$ cat config.mk
export PLATFORM = sky130hd
export DESIGN_NAME = alu16_core
export DESIGN_NICKNAME = d
export VERILOG_FILES = /design/src/rtl/alu16_pkg.sv /design/src/rtl/alu16_addsub.sv /design/src/rtl/alu16_bcd.sv /design/src/rtl/alu16_nzgen.sv /design/src/rtl/alu16_core.sv
export SDC_FILE = /design/constraint.sdc
export NUM_CORES = 1
export LEC_CHECK = 0
export BUFFER_PORTS_ARGS = -buffer_cell sky130_fd_sc_hd__buf_2
export CAP_MARGIN = 20
export CORE_ASPECT_RATIO = 1.5
export CORE_UTILIZATION = 30
export DETAILED_ROUTE_END_ITERATION = 7
export HOLD_SLACK_MARGIN = 0.08
export PLACE_DENSITY_LB_ADDON = 0.12
export SYNTH_ARGS = -nofsm -noshare
export SYNTH_HDL_FRONTEND = slang
export SYNTH_SLANG_ARGS = --single-unit
$ cat constraint.sdc
create_clock -name clk -period 29.3 [get_ports clk]
set_input_delay 8.79 -clock clk [delete_from_list [all_inputs] [get_ports clk]]
set_output_delay 8.79 -clock clk [all_outputs]
set_load 0.005 [all_outputs]
$ cat src/rtl/alu16_pkg.sv
// Shared definitions for the two-operand ALU.
// Assumes a 16-bit datapath split into two equal halves for byte mode.
package alu16_pkg;
    localparam int DATA_W = 16;

    typedef enum logic [3:0] {
        OP_MOVE = 4'd0,
        OP_ADD  = 4'd1,
        OP_ADDC = 4'd2,
        OP_SUB  = 4'd3,
        OP_SUBC = 4'd4,
        OP_CMP  = 4'd5,
        OP_DADD = 4'd6,
        OP_BTST = 4'd7,
        OP_BCLR = 4'd8,
        OP_BSET = 4'd9,
        OP_XOR  = 4'd10,
        OP_AND  = 4'd11
    } alu_op_e;

    typedef struct packed {
        logic v;
        logic n;
        logic z;
        logic c;
    } alu_flags_t;
endpackage

$ cat src/rtl/alu16_addsub.sv
// Binary adder split into two halves so the carry and overflow can be
// taken at half width (byte mode) or full width.
// Assumes the caller has already complemented b for subtraction.
module alu16_addsub #(
    parameter int W = 16
) (
    input  logic [W-1:0] a,
    input  logic [W-1:0] b,
    input  logic         cin,
    input  logic         half_mode,
    output logic [W-1:0] sum,
    output logic         cout,
    output logic         ovf
);
    localparam int H  = W / 2;
    localparam int HW = W - H;

    logic [H:0]  lo_sum;
    logic [HW:0] hi_sum;
    logic        sa, sb, sr;

    // Two chained half-width adds, then pick the carry and sign bits at the active width.
    always_comb begin
        lo_sum = {1'b0, a[H-1:0]} + {1'b0, b[H-1:0]} + {{H{1'b0}}, cin};
        hi_sum = {1'b0, a[W-1:H]} + {1'b0, b[W-1:H]} + {{HW{1'b0}}, lo_sum[H]};
        sum    = {hi_sum[HW-1:0], lo_sum[H-1:0]};
        cout   = half_mode ? lo_sum[H] : hi_sum[HW];
        sa     = half_mode ? a[H-1]   : a[W-1];
        sb     = half_mode ? b[H-1]   : b[W-1];
        sr     = half_mode ? sum[H-1] : sum[W-1];
        ovf    = (sa == sb) && (sr != sa);
    end
endmodule

$ cat src/rtl/alu16_bcd.sv
// Packed-decimal adder: a ripple of per-digit adders, each correcting
// sums above nine. Assumes W is a multiple of 8 so byte mode is W/8 digits.
module alu16_bcd #(
    parameter int W = 16
) (
    input  logic [W-1:0] a,
    input  logic [W-1:0] b,
    input  logic         cin,
    input  logic         half_mode,
    output logic [W-1:0] sum,
    output logic         cout
);
    localparam int DIGITS = W / 4;
    localparam int HALF_D = DIGITS / 2;

    logic [DIGITS:0] dcarry;

    assign dcarry[0] = cin;

    for (genvar gi = 0; gi < DIGITS; gi++) begin : g_digit
        logic [4:0] raw;
        logic [4:0] fixed;
        // One decimal digit: binary add, then add six and carry when above nine.
        always_comb begin
            raw   = {1'b0, a[4*gi +: 4]} + {1'b0, b[4*gi +: 4]} + {4'd0, dcarry[gi]};
            fixed = raw + 5'd6;
        end
        assign dcarry[gi+1]   = (raw > 5'd9);
        assign sum[4*gi +: 4] = dcarry[gi+1] ? fixed[3:0] : raw[3:0];
    end

    assign cout = half_mode ? dcarry[HALF_D] : dcarry[DIGITS];
endmodule

$ cat src/rtl/alu16_nzgen.sv
// Sign and zero detection at the selected width.
// Assumes the upper half of res is already cleared in half mode.
module alu16_nzgen #(
    parameter int W = 16
) (
    input  logic [W-1:0] res,
    input  logic         half_mode,
    output logic         neg,
    output logic         zero
);
    localparam int H = W / 2;

    // Pick the sign bit by width and test the active bits for zero.
    always_comb begin
        neg  = half_mode ? res[H-1] : res[W-1];
        zero = half_mode ? (res[H-1:0] == '0) : (res == '0);
    end
endmodule

$ cat src/rtl/alu16_core.sv
// Two-operand ALU top: masks the operands to the active width, selects
// among binary, decimal and logical results, derives the status update
// rule per operation, and registers everything for one cycle of latency.
// Assumes flags_in holds the current status with the carry in bit 0.
module alu16_core
    import alu16_pkg::*;
#(
    parameter int W = DATA_W
) (
    input  logic         clk,
    input  logic         rst_n,
    input  logic         in_valid,
    input  logic [3:0]   op_sel,
    input  logic [W-1:0] src_val,
    input  logic [W-1:0] dst_val,
    input  logic         byte_op,
    input  logic [3:0]   flags_in,
    output logic         out_valid,
    output logic [W-1:0] result,
    output logic         dst_we,
    output logic [3:0]   flags_out
);
    localparam int H = W / 2;

    logic [W-1:0] act_mask, s_m, d_m, as_b, as_sum, bcd_sum, res_pre, res_m;
    logic         as_cin, as_cout, as_ovf, bcd_cout;
    logic         nxt_we, upd_flags, v_sel, c_sel, c_from_z, n_w, z_w;
    alu_flags_t   in_f, nxt_f;
    alu_op_e      op;

    assign op   = alu_op_e'(op_sel);
    assign in_f = alu_flags_t'(flags_in);

    // Operand masking to the active width and add/subtract operand preparation.
    always_comb begin
        act_mask = byte_op ? {{(W-H){1'b0}}, {H{1'b1}}} : {W{1'b1}};
        s_m      = src_val & act_mask;
        d_m      = dst_val & act_mask;
        as_b     = (op == OP_SUB || op == OP_SUBC || op == OP_CMP) ? (~s_m & act_mask) : s_m;
        case (op)
            OP_ADD:              as_cin = 1'b0;
            OP_ADDC, OP_SUBC:    as_cin = in_f.c;
            default:             as_cin = 1'b1;
        endcase
    end

    alu16_addsub #(.W(W)) addsub_i (
        .a(d_m), .b(as_b), .cin(as_cin), .half_mode(byte_op),
        .sum(as_sum), .cout(as_cout), .ovf(as_ovf)
    );

    alu16_bcd #(.W(W)) bcd_i (
        .a(d_m), .b(s_m), .cin(in_f.c), .half_mode(byte_op),
        .sum(bcd_sum), .cout(bcd_cout)
    );

    // Per-operation result, write strobe and status-update rule.
    always_comb begin
        res_pre   = '0;
        nxt_we    = 1'b0;
        upd_flags = 1'b0;
        v_sel     = 1'b0;
        c_sel     = 1'b0;
        c_from_z  = 1'b0;
        case (op)
            OP_MOVE: begin res_pre = s_m; nxt_we = 1'b1; end
            OP_ADD, OP_ADDC, OP_SUB, OP_SUBC: begin
                res_pre = as_sum; nxt_we = 1'b1; upd_flags = 1'b1;
                v_sel = as_ovf; c_sel = as_cout;
            end
            OP_CMP: begin
                res_pre = as_sum; upd_flags = 1'b1;
                v_sel = as_ovf; c_sel = as_cout;
            end
            OP_DADD: begin
                res_pre = bcd_sum; nxt_we = 1'b1; upd_flags = 1'b1; c_sel = bcd_cout;
            end
            OP_BTST: begin res_pre = s_m & d_m; upd_flags = 1'b1; c_from_z = 1'b1; end
            OP_BCLR: begin res_pre = ~s_m & d_m; nxt_we = 1'b1; end
            OP_BSET: begin res_pre = s_m | d_m; nxt_we = 1'b1; end
            OP_XOR: begin
                res_pre = s_m ^ d_m; nxt_we = 1'b1; upd_flags = 1'b1; c_from_z = 1'b1;
                v_sel = byte_op ? (s_m[H-1] & d_m[H-1]) : (s_m[W-1] & d_m[W-1]);
            end
            OP_AND: begin
                res_pre = s_m & d_m; nxt_we = 1'b1; upd_flags = 1'b1; c_from_z = 1'b1;
            end
            default: ;
        endcase
    end

    assign res_m = res_pre & act_mask;

    alu16_nzgen #(.W(W)) nz_i (
        .res(res_m), .half_mode(byte_op), .neg(n_w), .zero(z_w)
    );

    // Final status: new flags for updating operations, pass-through otherwise.
    always_comb begin
        if (upd_flags) begin
            nxt_f.v = v_sel;
            nxt_f.n = n_w;
            nxt_f.z = z_w;
            nxt_f.c = c_from_z ? ~z_w : c_sel;
        end else begin
            nxt_f = in_f;
        end
    end

    // Output registers with synchronous active-low reset.
    always_ff @(posedge clk) begin
        if (!rst_n) begin
            out_valid <= 1'b0;
            dst_we    <= 1'b0;
            result    <= '0;
            flags_out <= '0;
        end else begin
            out_valid <= in_valid;
            dst_we    <= in_valid & nxt_we;
            if (in_valid) begin
                result    <= res_m;
                flags_out <= nxt_f;
            end
        end
    end
endmodule

==> results.md <==
* Status: complete, no violations
* Slowest-stage cell, CP: fa_1
* Initial antenna violation count at 0
* Peak fanout along the critical path at 7
* Most frequent cell after synthesis: nor2_1
* Core area at about 15000 um2
* Clk_skew at 0 ns
* Max cap viols at 0
* Post-synth top area share at between 10% and 20%
* Clock Latency Late Sink at between 0.2 and 0.3 ns
* Layout cell share with drive strength beyond 1 at around 14%
* Worst setup EP type: flip-flop
* Gate Count Post-Synth at between 600 and 700
* Synthesized net count at between 700 and 800
* Minimum clock period at around 17 ns
* Post-Syn Area at 4460 um2
* Antenna Violating Nets Remaining at 0
* Mean Syn Cell Area at between 7 and 8 um2
* Root buf cell: clkbuf_16
* Min-delay src: result[13]
* Post-cts resize count at 0
* Routed wl met3 at around 630 um
* CTS max path bufs at 2
* Reg2reg start: result[7]
* First-pass GRT wire length at 25900 um
* Cts-stage hold buffer count at 0
* TNS Setup at 0 ns
* Ys Warns at 0
* GRT overflow at 0
* Routed length on met2 at 8610 um
* Depth of the CTS H-tree at 1
* Die Y at between 150 and 200 um
* VDD IR max at around 23 uV
* Setup bufs post-CTS at 0
* Met1 wire length at roughly 6600 um
* Crit path launch: src_val[0]
* Port bufs at 65
* # DRC at 0
* Worst min path class: flip-flop to flip-flop
* Placed cells at 840
* Initial Util at a little under a third
* Final non-filler cell total at around 840
* Final Setup Violations at 0
* Highest metal used: met4
* Register area share after synthesis at under 10%
* Placer congestion estimate at 0.943
* WS Path Type: input pin to flip-flop
* Cts bufs inserted at 3
* Area leader, netlist: ha_1
* Leakage power at around 2.2 nW
* R2R cell count at 2
* Row cnt at 54
* N_diodes at 0
* Dpl hpwl at ~13000 um
* Synth cell count leaders: nor2_1 (57), ha_1 (46), inv_1 (45)
* Clock sinks at 22
* Iter 0 DRT Violations at between 150 and 200
* Least-Margin Pin Slew at between 0.9 and 1 ns
* CTS clk-pin slew, worst paths at approximately 0.060 ns
* Vias in the first global route at approximately 4800
* Rel. slew slack at about 34%
* Largest net degree at the start of global routing at 43
* GRT Util Overall at between 20% and 30%
* PwrDens at 34.2 nW/um2
* Register bit total from synthesis at 22
* Unrepaired setup endpoints after global routing: false
* Horiz. Die Dim at a little over 100 um
* Hold depth at 2
* DRT Pass-1 Iters at 4
* Maximum operating frequency at 58.8 MHz
* Die area at 15400 um2
* Critical Path RT at around 29 ns
* Synth top area cells: ha_1 (13%), dfxtp_1 (9.9%), xnor2_1 (5.7%)
* Routed vias/inst at 5.67
* CTS tree: yes
* Vias post-DR at 4783
* Arr. time, crit path at between 15 and 20 ns
* DRT Wirelength at about 17000 um
* Unique masters post-synth at 77
* P&R area growth vs syn at 13.5%
* Nets at 751
* Number of flops mapped to enable cells by yosys at 0
* Async S/R FF share, synth at 0%
* Most used cell, CP: fa_1
* Fin. Hold Viols at 0
* Period utilization at between 50% and 60%
* DR WL/cell at 20.0 um
* Slew Viols, Final at 0
* Top_reg_cell synth: dfxtp_1
* Critical path startpoint category: input pin
* CP peak stage delay at approximately 0.51 ns
* Io pins at 66
-- layout make-up --
cell class	instances	area [um2]
fillers	1599	9470
multi-input cells	498	3680
flip-flops and latches	22	440
repair buffers	75	400
well taps	196	245
inverters	49	184
clock buffers	3	75.1
clock inverters	1	30.0
-- flip-flops by register name, indices dropped and copies added (netlist names) --
| name | count |
|---|---|
| dst_we | 1 |
| flags_out | 4 |
| out_valid | 1 |
| result | 16 |
-- layout by cell type, fill, tap and decap left out, types with 5 or more instances in the layout --
master,Yosys,layout
a21o_1,14,14
nand2_1,23,23
nand4b_1,5,5
nor3_1,22,22
inv_1,45,45
o21ai_1,11,11
a221oi_1,6,6
nand4_1,7,7
nand3_1,14,14
o21bai_1,5,5
o211ai_1,8,8
nand2b_1,22,22
a31oi_1,9,9
a21oi_1,33,33
o2bb2ai_1,9,9
or3_1,6,6
buf_2,9,65
o22ai_1,7,7
ha_1,46,46
nor3b_1,10,10
and3_1,9,9
fa_1,12,12
dfxtp_1,22,22
nand3b_1,7,7
o21ai_0,17,17
nor2b_1,9,9
a211oi_1,10,10
nor2_1,57,57
xnor2_1,29,29
o21a_1,6,6
buf_4,2,10
mux2i_1,11,11
-- power breakdown --
| group | switching [mW] | internal, mW |
|---|---|---|
| sequential | 0.000978 | 0.0320 |
| clock | 0.0113 | 0.0271 |
| combinational | 0.0620 | 0.0395 |
-- critical path: cells and delay by family --
kind,cells,cell delay [ns]
compound gates,8,1.35
buf+inv,4,0.33
xor+xnor,4,1.35
fa+ha+maj,10,3.88
simple gates,7,1.50
-- cell families after synthesis --
family,count (synthesis),synth area share (%)
AND/OR/NAND/NOR,217,26.8
adder cells (fa/ha/maj),58,18.3
flip-flops,22,9.88
buffers and inverters,83,7.58
XOR/XNOR,31,6.09
multiplexers,13,2.98
AO/OA/AOI/OAI,179,28.4
-- final timing paths --
kind / endpoint / slack [ns]
setup / recovery: flags_out[1] / 12.29
hold / removal: result[13] / 0.47
setup reg to reg: result[7] / 28.57
hold reg to reg: result[13] / 0.47
-- through the flow --
step / util [%] / hold slack (ns) / area [um2] / worst slack (ns) / total power [mW]
finish: 34.8 / 0.466 / 5060 / 12.29 / 0.173
global route: 34.8 / 0.484 / 5060 / 11.64 / 0.185
CTS: 34.8 / 0.467 / 5060 / 12.36 / 0.173
detailed placement: 34.1 / 0.456 / 4950 / 12.10 / 0.134
global placement: 34.1 / 0.461 / 4950 / 12.34 / 0.133
floorplan: - / 0.457 / 4460 / 12.99 / 0.103
-- layer usage --
metal / up-vias / track usage (%)
met3: 48 / 2.40
met1: 2287 / 25.0
li1: 2307 / -
met4: 0 / 13.2
met5: - / 0
met2: 141 / 40.1
Power figures use the tool's default switching activity.
